### config.mk
export PLATFORM = sky130hd
export DESIGN_NAME = divider_load_port
export DESIGN_NICKNAME = d
export VERILOG_FILES = /design/src/rtl/dlp_pkg.sv /design/src/rtl/dlp_shift.sv /design/src/rtl/dlp_hold.sv /design/src/rtl/divider_load_port.sv
export SDC_FILE = /design/constraint.sdc
export NUM_CORES = 1
export LEC_CHECK = 0
export CORE_UTILIZATION = 45
export CTS_CLUSTER_DIAMETER = 100
export DETAILED_ROUTE_END_ITERATION = 10
export PLACE_DENSITY = 0.68
export SYNTH_ARGS = -nofsm -noshare
export SYNTH_HDL_FRONTEND = slang
export SYNTH_HIERARCHICAL = 1
export SYNTH_SLANG_ARGS = --single-unit
### constraint.sdc
create_clock -name clk -period 1.62 [get_ports clk]
set_clock_uncertainty 0.15 [all_clocks]
set_input_delay 0.405 -clock clk [delete_from_list [all_inputs] [get_ports clk]]
set_output_delay 0.405 -clock clk [all_outputs]
set_load 0.05 [all_outputs]
### src/rtl/dlp_pkg.sv
package dlp_pkg;

    localparam int REF_W    = 14;
    localparam int N_WIDE_W = 14;
    localparam int N_DM_W   = 10;
    localparam int A_W      = 7;

    typedef enum logic {
        DEST_DIV = 1'b0,
        DEST_REF = 1'b1
    } dest_e;

    typedef struct packed {
        logic [N_DM_W-1:0] n;
        logic [A_W-1:0]    a;
    } dm_word_t;

    function automatic int payload_w(bit dual);
        return dual ? (N_DM_W + A_W) : N_WIDE_W;
    endfunction

    function automatic int n_width(bit dual);
        return dual ? N_DM_W : N_WIDE_W;
    endfunction

endpackage

### src/rtl/dlp_shift.sv
module dlp_shift #(
    parameter int W = 18
) (
    input  logic          clk,
    input  logic          rst,
    input  logic          shift_en,
    input  logic          din,
    output logic [W-1:0]  q,
    output logic          dout,
    output dlp_pkg::dest_e dest
);
    always_ff @(posedge clk) begin
        if (rst) begin
            q <= '0;
        end else if (shift_en) begin
            q <= {q[W-2:0], din};
        end
    end

    assign dout = q[W-1];
    assign dest = dlp_pkg::dest_e'(q[0]);
endmodule

### src/rtl/dlp_hold.sv
module dlp_hold #(
    parameter int W = 14
) (
    input  logic         clk,
    input  logic         rst,
    input  logic         load,
    input  logic [W-1:0] d,
    output logic [W-1:0] q
);
    always_ff @(posedge clk) begin
        if (rst) begin
            q <= '0;
        end else if (load) begin
            q <= d;
        end
    end
endmodule

### src/rtl/divider_load_port.sv
module divider_load_port #(
    parameter bit   DUAL_MOD = 1'b1,
    localparam int  PW  = dlp_pkg::payload_w(DUAL_MOD),
    localparam int  SRW = PW + 1,
    localparam int  NW  = dlp_pkg::n_width(DUAL_MOD)
) (
    input  logic                     clk,
    input  logic                     rst,
    input  logic                     shift_en,
    input  logic                     ser_din,
    input  logic                     load_en,
    output logic                     ser_dout,
    output logic [dlp_pkg::REF_W-1:0] ref_div,
    output logic [NW-1:0]            n_div,
    output logic [dlp_pkg::A_W-1:0]  a_div
);
    import dlp_pkg::*;

    logic [SRW-1:0] sr_q;
    dest_e          dest;
    logic           load_ref;
    logic           load_div;

    dlp_shift #(.W(SRW)) u_shift (
        .clk      (clk),
        .rst      (rst),
        .shift_en (shift_en),
        .din      (ser_din),
        .q        (sr_q),
        .dout     (ser_dout),
        .dest     (dest)
    );

    assign load_ref = load_en && (dest == DEST_REF);
    assign load_div = load_en && (dest == DEST_DIV);

    dlp_hold #(.W(REF_W)) u_ref (
        .clk  (clk),
        .rst  (rst),
        .load (load_ref),
        .d    (sr_q[REF_W:1]),
        .q    (ref_div)
    );

    generate
        if (DUAL_MOD) begin : g_dual
            dm_word_t word;
            assign word = dm_word_t'(sr_q[PW:1]);

            dlp_hold #(.W(NW)) u_n (
                .clk  (clk),
                .rst  (rst),
                .load (load_div),
                .d    (word.n),
                .q    (n_div)
            );

            dlp_hold #(.W(A_W)) u_a (
                .clk  (clk),
                .rst  (rst),
                .load (load_div),
                .d    (word.a),
                .q    (a_div)
            );
        end else begin : g_single
            dlp_hold #(.W(NW)) u_n (
                .clk  (clk),
                .rst  (rst),
                .load (load_div),
                .d    (sr_q[PW:1]),
                .q    (n_div)
            );

            assign a_div = '0;
        end
    endgenerate
endmodule

==> results of run 1 <==
critical path, cell delays in order:
cell and delay [ns]:
sky130_fd_sc_hd__clkdlybuf4s50_1 0.48, sky130_fd_sc_hd__and2b_2 0.17, sky130_fd_sc_hd__buf_12 0.17, sky130_fd_sc_hd__mux2i_1 0.21, sky130_fd_sc_hd__nor2_1 0.06
power breakdown:
part | switching (mW) | leakage [nW] | total [mW] | internal [mW]
clock | 0.394 | 0.0439 | 0.692 | 0.298
combinational | 0.0619 | 0.611 | 0.121 | 0.0596
sequential | 0.00374 | 0.395 | 1.21 | 1.21
flip-flops by register name, indices dropped and copies added (netlist names):
name and count:
g_dual.u_n/q 10, u_ref/q 14, u_shift/q 18, g_dual.u_a/q 7
cell type report:
class	instances	area [um2]
Clock inverter	3	17.5
Tap cell	48	60.1
Sequential cell	49	981
Multi-Input combinational cell	100	691
Timing Repair Buffer	40	761
Fill cell	278	1140
Clock buffer	5	68.8
layer usage:
layer  vias up  part of all wire  global-route usage
met5         -                 0                   0
met4         0             0.018              0.0750
met3         7             0.051              0.0546
met2        27              0.50               0.275
met1       564              0.43               0.200
li1        596                 -                   -
stage by stage:
stage          hold slack [ns]  setup WS, ns   util  power [mW]  instances
2_1_floorplan            0.327         0.323      -        1.33        160
3_3_place_gp             0.361        -0.110  0.671        1.36        237
3_5_place_dp             0.363        -0.174  0.671        1.36        237
4_1_cts                  0.385         0.153  0.694        2.05        245
5_1_grt                  0.418        0.0934  0.694        2.10        245
6_report                 0.385         0.161  0.694        2.02        245
path summary, 6_finish.rpt:
kind,start,end,cells after the start
setup / recovery,load_en,g_dual.u_n/q[5],5
hold reg to reg,u_shift/q[15],u_shift/q[15],2
setup reg to reg,u_shift/q[0],g_dual.u_n/q[5],4
hold / removal,u_shift/q[15],u_shift/q[15],2
==> qor.yml, run 1 <==
run_status: "complete, no violations"
full_die_area_um2: 4220
min_period_ns: 1.46
netlist_area_um2: 1780
max_slew.worst_pin.slew_ns: 0.202
placed_cell_area_um2: 2490
synth.yosys.warnings: 6
cts.sinks: 49
timing.final.max_slew_violations: 0
ff2ff_setup_slack_ns: 0.35
final.setup.tns_ns: 0
insertedDiodeCount: 0
timing_hold_violations_final: 0
routabilityCongestion: 0.703
insertion_delay_ns: 0.30
tritoncts: "done"
core_area_um2: 3720
ctsRootBufferMaster: "sky130_fd_sc_hd__clkbuf_8"
fp.dieH_um: 64.9
areaGrowthSynthToFinish_pct: 44.7
clock_tree.buffer_depth: 2
synth_fp_nets: 165
drt_iter0_drc: 67
power.density_cell_area_nw_per_um2: 785
fp.dieW_um: 64.9
detail_route.drc_violations: 0
antenna_violating_nets_post_route: 0
start_kind: "input pin"
grt_overflow: 0
initial_utilization: 0.479
post_drt_wl_per_cell_um: 13.3
count_of_nets_after_finishing: 201
mostFrequentLayoutCells: "49 x sky130_fd_sc_hd__mux2i_1, 49 x sky130_fd_sc_hd__nor2_1, 49 x sky130_fd_sc_hd__dfxtp_1, 36 x sky130_fd_sc_hd__buf_12, 5 x sky130_fd_sc_hd__clkbuf_8"
post_synth_inst_count: 160
antenna_found_initial: 0
clock_buffer_count_from_cts: 5
worst_ep_required_time_ns: 1.66
postLayoutCellArea_um2: 2580
grt_pass1_vias: 1124
detail_route.first_pass.iterations: 4
htreeDepth: 2
synthesis.area_per_instance_um2: 11.1
gr-usage-all-layers: 0.169
timing.final.crit_share: 0.900
io_pins: 37
cp.arrival_ns: 1.50
avgViaCountPerCell: 4.87
worst_setup_path_end_kind: "register"
grt_setup_unrepaired: "false"
setup.worst_path.class: "in2reg"
rows: 22
min_path_type: "reg2reg"
worst_vdd_rail_ir_drop_v: 0.000642
route.vias.total: 1194
post_detailed_routing_wire_length_mm: 3.25
maxCapViolations: 0
worst-path-max-fanout: 17
pin_count_of_the_biggest_net_entering_global_routing: 50
gates_resized_cts_repair: 0
cts_setup_buffers: 0
leakage_nw: 1.05
timing.slew.headroom: 0.866
finalSetupViolCount: 0
number_of_buffers_inserted_for_hold_repair_after_clock_tree_synthesis: 0
timing.fmax_mhz: 686
clkSlewWorstSetupHoldPaths_ns: 0.08
dp.final_hpwl_mm: 2.17
io_buf_count: 36
final_layout_size_suffix_gt1_frac: 0.234
grt_pass1_wl_mm: 5.39
No activity file was read; power rests on OpenSTA's default activity.
==> inputs of run 2 (changes only) <==
- CORE_ASPECT_RATIO: default -> 0.8
==> run 2 against run 1 <==
Hold slack worse by 0.0072 ns. Sequential power hardly changed. Clock-buffer cell count did not move. Power is 7.1% higher. Critical path depth is the same. Die area hardly changed. Register-to-register slack is essentially flat.
==> qor.yml, run 2 (same netlist as run 1, synthesis figures left out) <==
run_status: "complete, no violations"  # unchanged
grt_pass1_vias: 1124  # unchanged
mostFrequentLayoutCells: "49 x sky130_fd_sc_hd__mux2i_1, 49 x sky130_fd_sc_hd__nor2_1, 49 x sky130_fd_sc_hd__dfxtp_1, 37 x sky130_fd_sc_hd__buf_12, 5 x sky130_fd_sc_hd__clkbuf_8"  # was 49 x sky130_fd_sc_hd__mux2i_1, 49 x sky130_fd_sc_hd__nor2_1, 49 x sky130_fd_sc_hd__dfxtp_1, 36 x sky130_fd_sc_hd__buf_12, 5 x sky130_fd_sc_hd__clkbuf_8
sequential_cell_area_um2: 981  # unchanged
routabilityCongestion: 0.670  # was 0.703
clock_tree.buffer_depth: 2  # unchanged
max_ffs_per_register: 18  # unchanged
clock_buffer_count_from_cts: 5  # unchanged
met1_layer_wirelength_in_the_final_routing_mm: 1.58  # was 1.41 mm
hold-worst-slack_ns: 0.378  # was 0.385 ns
maxCapViolations: 0  # unchanged
ctsRootBufferMaster: "sky130_fd_sc_hd__clkbuf_8"  # unchanged
route.top_layer_used: "met4"  # unchanged
setup.worst_path.class: "in2reg"  # unchanged
power.density_cell_area_nw_per_um2: 826  # was 785 nW/um2
cts.sinks: 49  # unchanged
placed_cell_area_um2: 2520  # was 2490 um2
rows: 20  # was 22
dp.final_hpwl_mm: 2.14  # was 2.17 mm
detail_route.drc_violations: 0  # unchanged
areaGrowthSynthToFinish_pct: 47.3  # was 44.7%
timing.final.ws_setup_ns: 0.177  # was 0.161 ns
max_slew.worst_pin.slew_ns: 0.195  # was 0.202 ns
io_pins: 37  # unchanged
grt_setup_unrepaired: "false"  # unchanged
layout_top_registers: "u_shift/q: 18 flops, u_ref/q: 14 flops, g_dual.u_n/q: 10 flops"  # unchanged
combinational_cell_fraction_of_total_power: 0.059  # was 0.060
power_switching_share: 0.206  # was 0.227
cp.arrival_ns: 1.48  # was 1.50 ns
final_layout_size_suffix_gt1_frac: 0.234  # unchanged
finalSetupViolCount: 0  # unchanged
detailroute.wirelength.met2_mm: 1.49  # was 1.62 mm
registers.top_by_ff_count: "u_shift/q"  # unchanged
worst_ep_required_time_ns: 1.66  # about the same
area_of_the_multi_input_gates_um2: 691  # unchanged
timing.slew.headroom: 0.866  # about the same
drt_iter0_drc: 64  # was 67
start_kind: "input pin"  # unchanged
fp.dieW_um: 72.4  # was 64.9 um
timing_hold_violations_final: 0  # unchanged
worst-path-max-fanout: 14  # was 17
post_detailed_routing_wire_length_mm: 3.30  # was 3.25 mm
pin_count_of_the_biggest_net_entering_global_routing: 50  # unchanged
leakage_nw: 1.07  # was 1.05 nW
ff2ff_setup_slack_ns: 0.36  # was 0.35 ns
fp.dieH_um: 58.3  # was 64.9 um
min_period_ns: 1.44  # was 1.46 ns
worst_vdd_rail_ir_drop_v: 0.000519  # was 0.000642 V
timing.final.max_slew_violations: 0  # unchanged
count_of_nets_after_finishing: 202  # was 201
preCtsSetupSlack_ns: -0.128  # was -0.174 ns
gr-usage-all-layers: 0.180  # was 0.169
seq_power_share: 0.558  # was 0.598
io_buf_count: 36  # unchanged
antenna_violating_nets_post_route: 0  # unchanged
core_area_um2: 3800  # was 3720 um2
postLayoutCellArea_um2: 2630  # was 2580 um2
cts_setup_buffers: 0  # unchanged
detail_route.first_pass.iterations: 4  # unchanged
pwr-share-clk: 0.383  # was 0.342
avgViaCountPerCell: 4.66  # was 4.87
intPower_mw: 1.72  # was 1.56 mW
route.vias.total: 1175  # was 1194
insertion_delay_ns: 0.30  # about the same
initial_utilization: 0.468  # was 0.479
grt_pass1_wl_mm: 5.60  # was 5.39 mm
wl_met3_um: 163  # was 166 um
fillerInstances: 299  # was 278
timing.fmax_mhz: 693  # was 686 MHz
number_of_buffers_inserted_for_hold_repair_after_clock_tree_synthesis: 0  # unchanged
clkSlewWorstSetupHoldPaths_ns: 0.08  # about the same
grt_overflow: 0  # unchanged
htreeDepth: 2  # unchanged
tritoncts: "done"  # unchanged
insertedDiodeCount: 0  # unchanged
gates_resized_cts_repair: 0  # unchanged
worst_setup_path_end_kind: "register"  # unchanged
p_switching_uw: 447  # was 460 uW
timing.final.crit_share: 0.891  # was 0.900
min_path_type: "reg2reg"  # unchanged
final.setup.tns_ns: 0  # unchanged
post_drt_wl_per_cell_um: 13.1  # was 13.3 um
antenna_found_initial: 0  # unchanged
full_die_area_um2: 4220  # about the same
==> run 2: worst max-delay path, stage by stage <==
cell	delay, ns
sky130_fd_sc_hd__clkdlybuf4s50_1	0.47
sky130_fd_sc_hd__and2_2	0.16
sky130_fd_sc_hd__buf_12	0.16
sky130_fd_sc_hd__mux2i_1	0.22
sky130_fd_sc_hd__nor2_1	0.06
==> run 2: path summary, 6_finish.rpt <==
kind | from | to | depth (start not counted)
max | load_en | u_ref/q[6] | 5
min | u_shift/q[16] | u_shift/q[16] | 2
max reg2reg | u_shift/q[0] | g_dual.u_n/q[3] | 4
min reg2reg | u_shift/q[16] | u_shift/q[16] | 2
==> run 2: metrics by stage <==
stage | cells | power [mW] | utilization
3_3_place_gp | 245 | 1.37 | 0.663
2_1_floorplan | 160 | 1.33 | -
4_1_cts | 252 | 2.19 | 0.690
5_1_grt | 252 | 2.27 | 0.690
3_5_place_dp | 245 | 1.37 | 0.663
6_report | 252 | 2.17 | 0.690
==> run 2: routing by layer <==
layer | vias to the layer above | GRT usage
met4 | 0 | 0.0672
met1 | 550 | 0.236
met5 | - | 0
met3 | 5 | 0.0661
met2 | 24 | 0.274
li1 | 596 | -
==> run 2: cell type report <==
class                           instances  area share
Multi-Input combinational cell        100       0.263
Sequential cell                        49       0.374
Clock buffer                            5      0.0262
Tap cell                               55      0.0262
Timing Repair Buffer                   41       0.297
Clock inverter                          2      0.0133
==> run 2: power by group through the flow <==
stage | clock (mW) | sequential (mW) | combinational [mW]
after floorplan | 0 | 1.24 | 0.0891
after global placement | 0 | 1.24 | 0.127
after detailed placement | 0 | 1.24 | 0.127
after CTS | 0.849 | 1.21 | 0.128
after global routing | 0.919 | 1.21 | 0.135
final | 0.830 | 1.21 | 0.128
==> inputs of run 3 (changes only) <==
- PLACE_DENSITY: 0.68 -> 0.7
- clock period: 1.62 -> 1.3 ns (I/O delays scaled with it)
==> run 3 against run 2 <==
Flip-flop and latch count unchanged. Non-clock buffer count increased by 2. First-iteration DRC count up 16%. Largest power group unchanged. Power rose by 28%. Final cell count is 1.2% higher. Largest cell class unchanged. Worst setup slack got worse by 0.16 ns.
==> qor.yml, run 3 (same netlist as run 1, synthesis figures left out) <==
post_drt_wl_per_cell_um: 12.9  # was 13.1 um
initial_utilization: 0.468  # unchanged
clock_tree.buffer_depth: 2  # unchanged
run_status: "complete, no violations"  # unchanged
timing.final.crit_share: 0.986
worst_vdd_rail_ir_drop_v: 0.000738  # was 0.000519 V
leakage_nw: 1.10  # was 1.07 nW
final.setup.tns_ns: 0  # unchanged
tritoncts: "done"  # unchanged
clkSlewWorstSetupHoldPaths_ns: 0.09  # was 0.08 ns
max_ffs_per_register: 18  # unchanged
finalSetupViolCount: 0  # unchanged
setup.worst_path.class: "reg2out"  # was in2reg
placed_cell_area_um2: 2530  # was 2520 um2
critical_path.n_buffers_inverters: 1  # was 2
grt_met3_use: 0.0435  # was 0.0661
cp.arrival_ns: 0.81  # was 1.48 ns
postLayoutCellArea_um2: 2700  # was 2630 um2
htreeDepth: 2  # unchanged
start_kind: "register"  # was input pin
power.density_cell_area_nw_per_um2: 1030  # was 826 nW/um2
post_detailed_routing_wire_length_mm: 3.29  # was 3.30 mm
routabilityCongestion: 0.689  # was 0.670
min_path_type: "reg2reg"  # unchanged
min_period_ns: 1.28
timing_hold_violations_final: 0  # unchanged
max_slew.worst_pin.slew_ns: 0.151  # was 0.195 ns
grt_pass1_wl_mm: 5.33  # was 5.60 mm
grt_busiest_layer: "met2"  # unchanged
dp.final_hpwl_mm: 2.18  # was 2.14 mm
critical_path.max_stage_delay_ns: 0.37  # was 0.47 ns
grt_setup_unrepaired: "true"  # was false
worst_setup_path_end_kind: "output pin"  # was register
cp_cell_sequence: "buf_12"  # was clkdlybuf4s50_1 > and2_2 > buf_12 > mux2i_1 > nor2_1
drt_iter0_drc: 74  # was 64
grt_overflow: 0  # unchanged
ctsRootBufferMaster: "sky130_fd_sc_hd__clkbuf_8"  # unchanged
io_buf_count: 36  # unchanged
grt_pass1_vias: 1186  # was 1124
antenna_found_initial: 0  # unchanged
dp.cells: 246  # was 245
maxCapViolations: 0  # unchanged
fp.dieW_um: 72.4  # unchanged
layout_top_registers: "u_shift/q: 18 flops, u_ref/q: 14 flops, g_dual.u_n/q: 10 flops"  # unchanged
timing.fmax_mhz: 780
final_layout_size_suffix_gt1_frac: 0.410  # was 0.234
full_die_area_um2: 4220  # unchanged
worst_ep_required_time_ns: 0.82  # was 1.66 ns
core_area_um2: 3800  # unchanged
pin_count_of_the_biggest_net_entering_global_routing: 41  # was 50
grtUsageMet1: 0.207  # was 0.236
preCtsSetupSlack_ns: -0.372  # was -0.128 ns
top_cell_family_by_delay_on_the_critical_path: "flip-flops"  # was buffers and inverters
timing.critical_path.slowest_stage_cell: "sky130_fd_sc_hd__dfxtp_2"  # was sky130_fd_sc_hd__clkdlybuf4s50_1
worst-path-max-fanout: 2  # was 14
finalNonFillerCells: 255  # was 252
io_pins: 37  # unchanged
insertedDiodeCount: 0  # unchanged
registers.top_by_ff_count: "u_shift/q"  # unchanged
timing.final.ws_setup_ns: 0.0186  # was 0.177 ns
rows: 20  # unchanged
count_of_nets_after_finishing: 204  # was 202
gr-usage-all-layers: 0.169  # was 0.180
detail_route.drc_violations: 0  # unchanged
fp.dieH_um: 58.3  # unchanged
detail_route.first_pass.iterations: 4  # unchanged
cts.sinks: 49  # unchanged
timing.final.max_slew_violations: 0  # unchanged
grt.met2_usage: 0.278  # was 0.274
insertion_delay_ns: 0.30  # about the same
clock_buffer_count_from_cts: 5  # unchanged
areaGrowthSynthToFinish_pct: 51.5  # was 47.3%
mostFrequentLayoutCells: "49 x sky130_fd_sc_hd__mux2i_1, 49 x sky130_fd_sc_hd__nor2_1, 37 x sky130_fd_sc_hd__buf_12, 32 x sky130_fd_sc_hd__dfxtp_2, 16 x sky130_fd_sc_hd__dfxtp_1"  # was 49 x sky130_fd_sc_hd__mux2i_1, 49 x sky130_fd_sc_hd__nor2_1, 49 x sky130_fd_sc_hd__dfxtp_1, 37 x sky130_fd_sc_hd__buf_12, 5 x sky130_fd_sc_hd__clkbuf_8
antenna_violating_nets_post_route: 0  # unchanged
timing.slew.headroom: 0.896  # was 0.866
route.vias.total: 1189  # was 1175
avgViaCountPerCell: 4.66  # about the same
-- run 3: area by class of cell --
cell class / instances / area [um2]
fillers: 276 / 1100
clock inverters: 2 / 37.5
multi-input cells: 100 / 691
clock buffers: 6 / 82.6
repair buffers: 43 / 795
well taps: 55 / 68.8
flip-flops and latches: 49 / 1020
-- run 3: through the flow --
| stage | hold WS, ns | power (mW) | utilization |
|---|---|---|---|
| CTS | 0.378 | 2.81 | 0.707 |
| global placement | 0.352 | 1.70 | 0.665 |
| detailed placement | 0.374 | 1.71 | 0.665 |
| global route | 0.395 | 2.88 | 0.710 |
| finish | 0.367 | 2.77 | 0.710 |
| floorplan | 0.247 | 1.66 | - |
-- run 3: layer usage --
metal | vias up | wire length, um
met4 | 0 | 40
met1 | 559 | 1540
li1 | 601 | -
met3 | 5 | 130
met5 | - | 0
met2 | 24 | 1580
-- run 3: power by group --
group          switching (mW)  internal [mW]
clock network           0.481          0.625
registers             0.00459           1.50
logic                  0.0781         0.0832
-- run 3: what timing repair did --
| action | 4_1_cts | 5_1_grt |
|---|---|---|
| endpoints found under the setup margin | 63 | 33 |
| resized for setup | 33 | 2 |
| buffers inserted | 0 | 1 |
| pin swaps | 1 | 0 |
| hold buffers | 0 | 0 |
-- run 3: worst paths after layout --
kind	from	slack (ns)	end	depth (start not counted)
worst max-delay path	g_dual.u_n/q[0]	0.02	n_div[0]	1
worst min-delay path	u_shift/q[0]	0.37	u_shift/q[0]	2
worst max register to register	u_shift/q[0]	0.03	g_dual.u_a/q[5]	4
worst min register to register	u_shift/q[0]	0.37	u_shift/q[0]	2
